[config.mk]
export PLATFORM = sky130hd
export DESIGN_NAME = ofs_cfg_unit
export DESIGN_NICKNAME = d
export VERILOG_FILES = /design/src/rtl/ofs_cfg_pkg.sv /design/src/rtl/ofs_write_seq.sv /design/src/rtl/ofs_reg_bank.sv /design/src/rtl/ofs_readback.sv /design/src/rtl/ofs_cfg_unit.sv
export SDC_FILE = /design/constraint.sdc
export NUM_CORES = 1
export LEC_CHECK = 0
export ABC_AREA = 1
export BUFFER_PORTS_ARGS = -buffer_cell sky130_fd_sc_hd__buf_2
export CAP_MARGIN = 20
export CELL_PAD_IN_SITES_DETAIL_PLACEMENT = 1
export CELL_PAD_IN_SITES_GLOBAL_PLACEMENT = 2
export CORE_MARGIN = 2
export CORE_UTILIZATION = 28
export CTS_CLUSTER_SIZE = 20
export DETAILED_ROUTE_END_ITERATION = 16
export GPL_TIMING_DRIVEN = 0
export HOLD_SLACK_MARGIN = 0.02
export PLACE_DENSITY_LB_ADDON = 0.1
export SYNTH_ARGS = -nofsm -noshare
export SYNTH_HDL_FRONTEND = slang
export SYNTH_SLANG_ARGS = --single-unit
[constraint.sdc]
create_clock -name clk -period 2.4 [get_ports clk]
set_input_delay 0.12 -clock clk [delete_from_list [all_inputs] [get_ports clk]]
set_output_delay 0.12 -clock clk [all_outputs]
set_load 0.01 [all_outputs]
[src/rtl/ofs_cfg_pkg.sv]
package ofs_cfg_pkg;

    typedef enum logic {
        MODE_PAR = 1'b0,
        MODE_SER = 1'b1
    } prog_mode_e;

    typedef enum logic {
        SEL_EMPTY = 1'b0,
        SEL_FULL  = 1'b1
    } ofs_sel_e;

    typedef struct packed {
        logic       valid;
        ofs_sel_e   target;
        prog_mode_e mode;
    } wr_cmd_t;

    // Exponent k of the default 2^k - 1, indexed by {access pin, sel1, sel0}
    function automatic int unsigned dflt_exp(input logic [2:0] code);
        case (code)
            3'b100:  return 10;
            3'b010:  return 9;
            3'b001:  return 8;
            3'b000:  return 7;
            3'b011:  return 6;
            3'b110:  return 5;
            3'b101:  return 4;
            default: return 3;
        endcase
    endfunction

    // Default offset, capped to the legal range 0..depth-1
    function automatic int unsigned dflt_value(input logic [2:0] code,
                                               input int unsigned depth);
        int unsigned v;
        v = (32'd1 << dflt_exp(code)) - 32'd1;
        if (v > depth - 1) v = depth - 1;
        return v;
    endfunction

endpackage

[src/rtl/ofs_write_seq.sv]
module ofs_write_seq
    import ofs_cfg_pkg::*;
#(
    parameter int unsigned OFS_W = 10
) (
    input  logic                     clk,
    input  logic                     rst,
    input  prog_mode_e               mode,
    input  logic                     acc,
    output wr_cmd_t                  cmd,
    output logic [$clog2(OFS_W)-1:0] bit_idx
);
    localparam int unsigned SEQ_LEN = 2 * OFS_W;
    localparam int unsigned CNT_W   = $clog2(SEQ_LEN);
    localparam int unsigned IDX_W   = $clog2(OFS_W);

    logic [CNT_W-1:0] pos_q;
    logic             upper;

    assign upper = (pos_q >= CNT_W'(OFS_W));

    always_comb begin
        cmd.valid = acc;
        cmd.mode  = mode;
        if (mode == MODE_SER) cmd.target = upper ? SEL_FULL : SEL_EMPTY;
        else                  cmd.target = pos_q[0] ? SEL_FULL : SEL_EMPTY;
        bit_idx = upper ? IDX_W'(pos_q - CNT_W'(OFS_W)) : IDX_W'(pos_q);
    end

    always_ff @(posedge clk) begin
        if (rst) begin
            pos_q <= '0;
        end else if (acc) begin
            if (mode == MODE_SER)
                pos_q <= (pos_q == CNT_W'(SEQ_LEN - 1)) ? '0 : pos_q + 1'b1;
            else
                pos_q <= pos_q[0] ? CNT_W'(0) : CNT_W'(1);
        end
    end

    // Parallel accesses alternate between the two registers
    p_par_alt_r4: assert property (@(posedge clk) disable iff (rst)
        (acc && mode == MODE_PAR) |=> (cmd.target != $past(cmd.target)));

    // Serial position never leaves the 2W-bit sequence
    p_seq_bound_r5: assert property (@(posedge clk) disable iff (rst)
        acc |=> (pos_q < CNT_W'(SEQ_LEN)));

endmodule

[src/rtl/ofs_reg_bank.sv]
module ofs_reg_bank
    import ofs_cfg_pkg::*;
#(
    parameter int unsigned DEPTH = 1024,
    parameter int unsigned OFS_W = 10
) (
    input  logic                     clk,
    input  logic                     rst,
    input  logic [2:0]               dflt_code,
    input  wr_cmd_t                  cmd,
    input  logic [$clog2(OFS_W)-1:0] bit_idx,
    input  logic [OFS_W-1:0]         pdata,
    input  logic                     sbit,
    output logic [OFS_W-1:0]         empty_ofs,
    output logic [OFS_W-1:0]         full_ofs
);
    localparam int unsigned NREG = 2;

    logic [OFS_W-1:0] ofs_q [NREG];
    logic [OFS_W-1:0] dflt;

    assign dflt = OFS_W'(dflt_value(dflt_code, DEPTH));

    for (genvar g = 0; g < NREG; g++) begin : g_reg
        always_ff @(posedge clk) begin
            if (rst) begin
                ofs_q[g] <= dflt;
            end else if (cmd.valid && (int'(cmd.target) == g)) begin
                if (cmd.mode == MODE_SER) ofs_q[g][bit_idx] <= sbit;
                else                      ofs_q[g]          <= pdata;
            end
        end
    end

    assign empty_ofs = ofs_q[0];
    assign full_ofs  = ofs_q[1];

    // A serial access changes at most one stored bit
    p_ser_one_bit_r5: assert property (@(posedge clk) disable iff (rst)
        (cmd.valid && cmd.mode == MODE_SER) |=>
        (($countones(ofs_q[0] ^ $past(ofs_q[0])) +
          $countones(ofs_q[1] ^ $past(ofs_q[1]))) <= 1));

endmodule

[src/rtl/ofs_readback.sv]
module ofs_readback #(
    parameter int unsigned OFS_W = 10
) (
    input  logic             clk,
    input  logic             rst,
    input  logic             rd_acc,
    input  logic [OFS_W-1:0] n_val,
    input  logic [OFS_W-1:0] m_val,
    output logic [OFS_W-1:0] rdata
);
    logic rptr_q;

    always_ff @(posedge clk) begin
        if (rst) begin
            rptr_q <= 1'b0;
            rdata  <= '0;
        end else if (rd_acc) begin
            rptr_q <= ~rptr_q;
            rdata  <= rptr_q ? m_val : n_val;
        end
    end

    // Each read access advances the pointer; idle cycles keep the data
    p_rd_alt_r7: assert property (@(posedge clk) disable iff (rst)
        rd_acc |=> (rptr_q != $past(rptr_q)));

    p_rd_hold_r7: assert property (@(posedge clk) disable iff (rst)
        !rd_acc |=> ($stable(rptr_q) && $stable(rdata)));

endmodule

[src/rtl/ofs_cfg_unit.sv]
module ofs_cfg_unit
    import ofs_cfg_pkg::*;
#(
    parameter int unsigned DEPTH = 1024
) (
    input  logic                       clk,
    input  logic                       rst,
    input  logic                       ofs_access_n,
    input  logic [1:0]                 dflt_sel,
    input  logic                       wr_en,
    input  logic                       rd_en,
    input  logic [$clog2(DEPTH)-1:0]   wr_data,
    input  logic                       ser_in,
    output logic [$clog2(DEPTH)-1:0]   rd_data,
    output logic [$clog2(DEPTH)-1:0]   empty_ofs,
    output logic [$clog2(DEPTH)-1:0]   full_ofs,
    output logic                       serial_mode
);
    localparam int unsigned OFS_W = $clog2(DEPTH);
    localparam int unsigned IDX_W = $clog2(OFS_W);

    prog_mode_e       mode_q;
    wr_cmd_t          cmd;
    logic [IDX_W-1:0] bit_idx;
    logic             wr_acc;
    logic             rd_acc;

    always_ff @(posedge clk) begin
        if (rst) mode_q <= ofs_access_n ? MODE_SER : MODE_PAR;
    end

    assign serial_mode = (mode_q == MODE_SER);
    assign wr_acc      = !ofs_access_n && wr_en;
    assign rd_acc      = !ofs_access_n && rd_en;

    ofs_write_seq #(.OFS_W(OFS_W)) u_seq (
        .clk     (clk),
        .rst     (rst),
        .mode    (mode_q),
        .acc     (wr_acc),
        .cmd     (cmd),
        .bit_idx (bit_idx)
    );

    ofs_reg_bank #(.DEPTH(DEPTH), .OFS_W(OFS_W)) u_regs (
        .clk       (clk),
        .rst       (rst),
        .dflt_code ({ofs_access_n, dflt_sel}),
        .cmd       (cmd),
        .bit_idx   (bit_idx),
        .pdata     (wr_data),
        .sbit      (ser_in),
        .empty_ofs (empty_ofs),
        .full_ofs  (full_ofs)
    );

    ofs_readback #(.OFS_W(OFS_W)) u_rb (
        .clk    (clk),
        .rst    (rst),
        .rd_acc (rd_acc),
        .n_val  (empty_ofs),
        .m_val  (full_ofs),
        .rdata  (rd_data)
    );

    p_mode_fixed_r9: assert property (@(posedge clk) disable iff (rst)
        !rst |=> $stable(serial_mode));

    p_hold_r3: assert property (@(posedge clk) disable iff (rst)
        ofs_access_n |=> ($stable(empty_ofs) && $stable(full_ofs) && $stable(rd_data)));

    p_rd_keep_r8: assert property (@(posedge clk) disable iff (rst)
        !wr_acc |=> ($stable(empty_ofs) && $stable(full_ofs)));

endmodule

==> metrics.md <==
| Metric | Value |
|---|---|
| Total grt overflow | `0` |
| Fill count | `1245` |
| Root Driver | `clkbuf_8` |
| Final Max Slew Viols | `0` |
| Die Y | `104 um` |
| Maximum capacitance violations | `0` |
| Initial DRC count | `66` |
| Startpoint Class | `input pin` |
| Post-synth top cells | `119 x nand2_1, 44 x a21oi_1, 30 x inv_1, 29 x o21ai_0, 23 x nor2_1` |
| Initial core utilization | `28.7%` |
| Finished Layout Cells | `599` |
| Diode count | `0` |
| Leakage power | `1.57 nW` |
| Cell Area, Synth | `2790 um2` |
| Yosys cell types | `38` |
| Clk_skew | `0.0163 ns` |
| DR pass1 iterations | `4` |
| Total GRT Usage | `16.4%` |
| Synth Instances | `392` |
| Final Power | `1.78 mW` |
| Total CTS buffers | `5` |
| Sequential area share after synthesis | `34.1%` |
| # port buffers | `48` |
| Core box area | `9730 um2` |
| Drt total wl | `8.70 mm` |
| Layout cell share with drive strength beyond 1 | `32.4%` |
| Routed Antenna Nets | `0` |
| Slew HR | `64.8%` |
| Post-route setup slack | `0.131 ns` |
| Count leader, synth | `nand2_1` |
| CTS tree | `yes` |
| Io pins | `49` |
| Pwr/cell area | `489 nW/um2` |
| Yosys warning count | `0` |
| Req. time, crit path | `2.45 ns` |
| Status | `complete, no violations` |
| Placer Congestion | `0.788` |
| Final Hold Fails | `0` |
| Post-DP Area | `3200 um2` |
| P&R area growth vs syn | `30.6%` |
| Setup violations, final | `0` |
| Post-route cell area | `3640 um2` |
| Period utilization | `94.5%` |
| Top cells by area, synth | `edfxtp_1 23%, nand2_1 16%, dfxtp_1 11%, a21oi_1 7.9%, o21ai_0 5.2%` |
| CTS Buffer Depth | `2` |
| Post-place setup slack | `-0.579 ns` |
| Avg WL per Cell | `14.5 um` |
| WHS | `0.0613 ns` |
| Post-synth top area share | `22.6%` |
| Number of synthesized flops with an enable pin | `21` |
| Crit Path Category | `input pin to flop` |
| Via density | `4.71` |
| Remaining DRCs | `0` |
| Period minus WS final | `2.27 ns` |
| Min-delay worst type | `input pin to flop` |
| Clock transition at the registers of the reported paths | `0.09 ns` |
| First-pass GRT wire length | `14.5 mm` |
| Clock Latency Late Sink | `0.30 ns` |
| Initial antenna violation count | `0` |
| Die width | `104 um` |
| Synth Register Bits | `37` |
| Nets | `493` |
| Syn avg cell area | `7.11 um2` |
| Die area | `10800 um2` |
| Via count | `2821` |
| Htree depth | `2` |
| Max Fclk | `441 MHz` |
| Largest net degree at the start of global routing | `13` |
| Crit. End Element | `flop` |
| Crit Path Max Fanout | `6` |
| Area leader, netlist | `edfxtp_1` |
| Ys flop type | `edfxtp_1` |
| Post-DP HPWL | `6.95 mm` |
| Critical Path AT | `2.32 ns` |
| Post-synth ARST share | `0%` |
| Std-Cell Rows | `36` |
| Clock sinks | `37` |
| Cells after DPL | `574` |
| Vias in the first global route | `2884` |
| Maximum vdd drop | `0.185 mV` |
| Worst-Margin Slew | `0.528 ns` |
[worst paths after layout]
check             cells after the start                      endpoint  slack, ns                          from
hold / removal                        2   u_seq.pos_q[1]$_SDFFE_PP0P_       0.06                           rst
hold reg to reg                       2    u_rb.rdata[9]$_SDFFE_PP0P_       0.53  u_regs.ofs_q[1][9]$_DFFE_PP_
setup reg to reg                     14  u_regs.ofs_q[0][6]$_DFFE_PP_       0.16   u_seq.pos_q[2]$_SDFFE_PP0P_
setup / recovery                     18  u_regs.ofs_q[0][9]$_DFFE_PP_       0.13                   dflt_sel[0]
[state kept, by name (all words and copies together) (netlist names)]
name / flops
u_rb.rptr_q: 1
u_regs.ofs_q: 20
u_rb.rdata: 10
serial_mode: 1
u_seq.pos_q: 5
[cell type report]
type	count	area, um2	share of cell area, %
inverters	34	143	3.92
clock buffers	5	68.8	1.89
multi-input cells	307	1810	49.7
clock inverters	3	17.5	0.481
flip-flops and latches	37	956	26.2
well taps	133	166	4.57
repair buffers	65	390	10.7
plain buffers	15	90.1	2.47
[per-layer routing]
metal | part of all wire, % | wire [um] | global-route usage, % | up-vias
li1 | - | - | - | 1448
met1 | 48 | 4140 | 21.7 | 1311
met2 | 48 | 4170 | 28.3 | 55
met3 | 3.6 | 310 | 2.52 | 7
met4 | 0.88 | 77 | 3.76 | 0
met5 | 0 | 0 | 0 | -
[worst max-delay path: stages]
cell and delay [ns]:
buf_6 0.12, ha_1 0.22, nor2_2 0.15, nand2_4 0.11, nand2_8 0.12, nand2_8 0.07
nor2_4 0.11, a21oi_4 0.05, nand3_2 0.08, a31oi_1 0.05, ha_1 0.28, nor3b_2 0.14
nand2_1 0.11, nor2_4 0.21, buf_6 0.15, nand4_1 0.08, nand2_1 0.11, nand2_1 0.05
[power by group]
| group | switching, mW | internal [mW] |
|---|---|---|
| combinational | 0.346 | 0.224 |
| clock | 0.256 | 0.201 |
| sequential | 0.0273 | 0.726 |
| total | 0.629 | 1.15 |
[cells by family (layout without fill, tap and decap cells)]
kind of cell               after synthesis  after routing  share of synthesized area, %
xor gates and xnor gates                 5              5                          1.57
adders and majority gates               10             10                          4.49
DFF                                     37             37                          34.1
AOI/OAI and AO/OA                       89             89                          17.6
and+or+nand+nor                        201            201                          34.2
buffers and inverters                   49            122                          7.85
other                                    1              2                         0.134
[through the flow]
step                      setup TNS [ns]  util [%]
after detailed placement           -6.46      32.9
after global routing              -0.130      37.4
final                                  0      37.4
after floorplan                        0         -
after CTS                              0      35.2
after global placement             -6.25      32.9
[repair_timing]
item	CTS	global route
hold endpoints to repair	1	0
buffers inserted	7	8
gates resized for setup	16	51
setup endpoints to repair	12	39
hold buffers	1	0
pin swaps	8	17
cloned	1	0
[layout by cell type (no fill, tap or decap), types with 14 or more instances in the layout]
master / instances
inv_1: 26
nand2_1: 111
nor2_1: 15
dfxtp_1: 14
a21oi_1: 43
buf_4: 14
o21ai_0: 22
buf_2: 48
edfxtp_1: 21
No activity file was read; power rests on OpenSTA's default activity.
